## src/rtl/chr_bank_pkg.sv

```systemverilog
package chr_bank_pkg;
    parameter int NUM_WIN  = 8;
    parameter int LO_W     = 4;
    parameter int HI_W     = 5;
    parameter int OFS_W    = 10;
    parameter int DATA_W   = 8;

    localparam int BANK_W  = LO_W + HI_W;
    localparam int IDX_W   = $clog2(NUM_WIN);
    localparam int PPU_W   = OFS_W + IDX_W;
    localparam int ROM_W   = OFS_W + BANK_W;

    typedef logic [BANK_W-1:0]              bank_t;
    typedef logic [NUM_WIN-1:0][BANK_W-1:0] bank_arr_t;

    typedef struct packed {
        bank_arr_t bank;
    } bank_state_t;
endpackage

```

## src/rtl/chr_bank_regfile.sv

```systemverilog
module chr_bank_regfile
    import chr_bank_pkg::*;
(
    input  logic              clk,
    input  logic              rst_n,
    input  logic              wr_en,
    input  logic [IDX_W-1:0]  wr_idx,
    input  logic              wr_hi,
    input  logic [DATA_W-1:0] wr_data,
    output bank_arr_t         banks
);
    bank_state_t st_d, st_q;
    logic [NUM_WIN-1:0] hit_lo, hit_hi;

    // per-window strobe decode
    genvar g;
    generate
        for (g = 0; g < NUM_WIN; g++) begin : g_dec
            assign hit_lo[g] = wr_en && !wr_hi && (wr_idx == IDX_W'(g));
            assign hit_hi[g] = wr_en &&  wr_hi && (wr_idx == IDX_W'(g));
        end
    endgenerate

    always_comb begin
        st_d = st_q;
        for (int w = 0; w < NUM_WIN; w++) begin
            if (hit_lo[w])
                st_d.bank[w][LO_W-1:0] = wr_data[LO_W-1:0];
            if (hit_hi[w])
                st_d.bank[w][BANK_W-1:LO_W] = wr_data[HI_W-1:0];
        end
    end

    always_ff @(posedge clk) begin
        if (!rst_n)
            st_q <= '0;
        else
            st_q <= st_d;
    end

    assign banks = st_q.bank;
endmodule

```

## src/rtl/chr_window_select.sv

```systemverilog
module chr_window_select
    import chr_bank_pkg::*;
(
    input  bank_arr_t         banks,
    input  logic [IDX_W-1:0]  win,
    output bank_t             bank_sel
);
    always_comb begin
        bank_sel = '0;
        for (int w = 0; w < NUM_WIN; w++) begin
            if (win == IDX_W'(w))
                bank_sel = banks[w];
        end
    end
endmodule

```

## src/rtl/chr_bank_map.sv

```systemverilog
module chr_bank_map
    import chr_bank_pkg::*;
(
    input  logic              clk,
    input  logic              rst_n,
    input  logic              wr_en,
    input  logic [IDX_W-1:0]  wr_idx,
    input  logic              wr_hi,
    input  logic [DATA_W-1:0] wr_data,
    input  logic [PPU_W-1:0]  ppu_addr,
    output logic [ROM_W-1:0]  chr_addr
);
    bank_arr_t banks;
    bank_t     bank_sel;

    chr_bank_regfile u_regs (
        .clk     (clk),
        .rst_n   (rst_n),
        .wr_en   (wr_en),
        .wr_idx  (wr_idx),
        .wr_hi   (wr_hi),
        .wr_data (wr_data),
        .banks   (banks)
    );

    chr_window_select u_sel (
        .banks    (banks),
        .win      (ppu_addr[PPU_W-1:OFS_W]),
        .bank_sel (bank_sel)
    );

    assign chr_addr = {bank_sel, ppu_addr[OFS_W-1:0]};
endmodule

```

## config.mk

```make
export PLATFORM = sky130hd
export DESIGN_NAME = chr_bank_map
export DESIGN_NICKNAME = d
export VERILOG_FILES = /design/src/rtl/chr_bank_pkg.sv /design/src/rtl/chr_bank_regfile.sv /design/src/rtl/chr_window_select.sv /design/src/rtl/chr_bank_map.sv
export SDC_FILE = /design/constraint.sdc
export NUM_CORES = 1
export LEC_CHECK = 0
export ABC_AREA = 1
export BUFFER_PORTS_ARGS = -buffer_cell sky130_fd_sc_hd__buf_2
export CORE_ASPECT_RATIO = 0.8
export CORE_MARGIN = 2
export CORE_UTILIZATION = 30
export DETAILED_ROUTE_END_ITERATION = 8
export MAX_ROUTING_LAYER = met4
export PLACE_DENSITY_LB_ADDON = 0.1
export SLEW_MARGIN = 0
export SYNTH_ARGS = -nofsm -noshare
export SYNTH_HDL_FRONTEND = slang
export SYNTH_SLANG_ARGS = --single-unit
```

## constraint.sdc

```tcl
create_clock -name clk -period 1.4 [get_ports clk]
set_input_delay 0.07 -clock clk [delete_from_list [all_inputs] [get_ports clk]]
set_output_delay 0.07 -clock clk [all_outputs]
set_load 0.02 [all_outputs]
```

==> results.yml <==
run_status:
  status: "completed"
yosys:
  yosysSeqAreaShare_pct: 43.5
  yosysUniqueCellTypes: 18
  syn_area_per_cell_um2: 7.03
  syn_area_mm2: 0.00332
  synthCells: 472
  ys_warn_count: 0
  ys_ff_latch: 72
  synth_nets: 500
floorplan:
  io_pins: 47
  core_mm2: 0.0108
  start_util_pct: 30.7
  die_area_mm2: 0.0119
  dieHeight_um: 98.1
  die_w_um: 122
  placement_rows: 34
placed_design:
  dp_hpwl_um: 6780
  placement.cell_area_mm2: 0.00360
  gp_routability_congestion: 0.804
  io_buffer_count: 23
clock_tree:
  clockRootBuffer: "clkbuf_16"
  numClockSinks: 72
  cts_buffer_depth: 2
  cts_made_buffers: 9
  path_clk_slew_ns: 0.06
  cts-hold-fix-buffers: 0
  tritoncts: "yes"
  cts_post_setup_buffers_inserted: 0
  worstSkewPairLatency_ns: 0.34
  htreeDepth: 3
timing:
  hold_violations: 0
  setup_viol: 0
  min_period_ns: 1.40
  fin_skew_ns: 0
  maxSlewHeadroom_pct: 69.3
  fin_setup_tns_ns: 0
  slew_viol_final: 0
  worstMarginPinSlew_ns: 0.461
  max_freq_mhz: 715
  rsz0062_at_grt: "true"
  min_period_over_period_pct: 99.8
global_route:
  grt_usage_pct: 18.5
  first_global_vias: 2931
  grt_pass1_wl_um: 16100
  antenna_found_initial: 2
  grt_start_max_net_pins: 73
  gr-total-overflow: 0
layout:
  final_nets: 519
  fin_area_mm2: 0.00399
  drive_gt1_share_pct: 15.2
  syn2layout_area_growth_pct: 20.4
  largest_reg_flops: 72
power_and_ir_drop:
  ir_drop_uv: 816
  power_leakage_uw: 0.00163
  p_per_area_mw_per_mm2: 1320
  design_power_total_uw: 5280
routing:
  wirelength_um: 10100
  vias_per_cell: 4.90
  drc_errors: 0
  via_count: 3141
  dr.pass1.iters: 5
  wl_per_cell_um: 15.7
  drtIter0Drc: 197
  antenna_left: 0
min_path:
  holdCritPathClass: "input pin to flip-flop"
critical_path:
  start_kind: "flip-flop"
  endpoint_kind: "primary output"
  crit_fanout: 2
  arrival_ns: 1.33
  critPathKind: "flip-flop to primary output"
  reg2reg_slack_ns: 0.76
  required_ns: 1.33
flow_run:
  cap_violations: 0
==> worst max-delay path: stages, from the launching register on <==
cell and delay [ns]:
dfxtp_1 0.31, nand4_1 0.10, nand4_1 0.17, nor2_2 0.16, nand4_1 0.09, buf_4 0.17
==> routing by layer <==
metal,share of wire [%],GRT usage [%]
met1,51,25.6
met2,43,26.1
met3,5.5,5.37
met4,1.1,5.22
met5,0,-
==> worst paths after layout <==
path	startpoint	to	cells past startpoint
worst max register to register	u_regs.banks[15]	u_regs.banks[15]	2
worst max-delay path	u_regs.banks[12]	chr_addr[13]	5
worst min-delay path	wr_data[4]	u_regs.banks[26]	3
worst min register to register	u_regs.banks[37]	u_regs.banks[37]	2
==> stage by stage <==
step | utilization [%] | worst slack (ns) | hold WS, ns | std cells
final | 37.0 | 0.00211 | 0.135 | 641
after global routing | 37.0 | -0.0837 | 0.140 | 641
after CTS | 36.6 | -0.0169 | 0.135 | 639
after detailed placement | 33.3 | 0.00791 | 0.140 | 624
after global placement | 33.3 | 0.0324 | 0.140 | 624
after floorplan | - | 0.484 | 0.205 | 472
==> cell families after synthesis <==
logic type      Yosys count  share of synthesized area [%]
buf+inv                  69                           9.92
simple gates            245                           33.6
compound gates           86                           13.0
flops                    72                           43.5
==> synth_stat cells (all sizes together) <==
cell type,instances,area share (%)
nand4,45,8.5
nand2,30,3.5
inv,37,4.2
o21ai,72,11
nor2,148,17
clkbuf,10,1.2
buf,22,4.6
nand3,19,3.2
dfxtp,72,43
nor3,3,1.5
a21oi,14,2.1
==> repair_timing <==
| item | 4_1_cts | 5_1_grt |
|---|---|---|
| gates resized for setup | 0 | 11 |
| endpoints found under the setup margin | 1 | 9 |
| pin swaps | 0 | 17 |
| cloned | 0 | 0 |
==> cell type report <==
cell class | count | area (um2)
repair buffers | 40 | 300
fillers | 1180 | 6810
diodes | 2 | 5.00
inverters | 37 | 139
clock buffers | 9 | 225
multi-input cells | 331 | 1560
flip-flops and latches | 72 | 1450
well taps | 144 | 180
clock inverters | 6 | 133
==> cell usage in the layout, fill, tap and decap left out, types with 9 or more instances in the layout <==
| cell | count |
|---|---|
| buf_4 | 16 |
| buf_2 | 20 |
| nor2_1 | 143 |
| inv_1 | 34 |
| nand3_1 | 15 |
| nand4_1 | 45 |
| a21oi_1 | 14 |
| dfxtp_1 | 68 |
| nand2_1 | 29 |
| o21ai_0 | 72 |
| clkbuf_16 | 9 |
==> where the power goes <==
part / internal [uW] / leakage (uW) / switching (uW)
sequential: 2100 / 0.000585 / 22.3
combinational: 110 / 0.000876 / 260
clock: 1910 / 0.000172 / 881
total: 4110 / 0.00163 / 1160
Power figures use the tool's default switching activity.
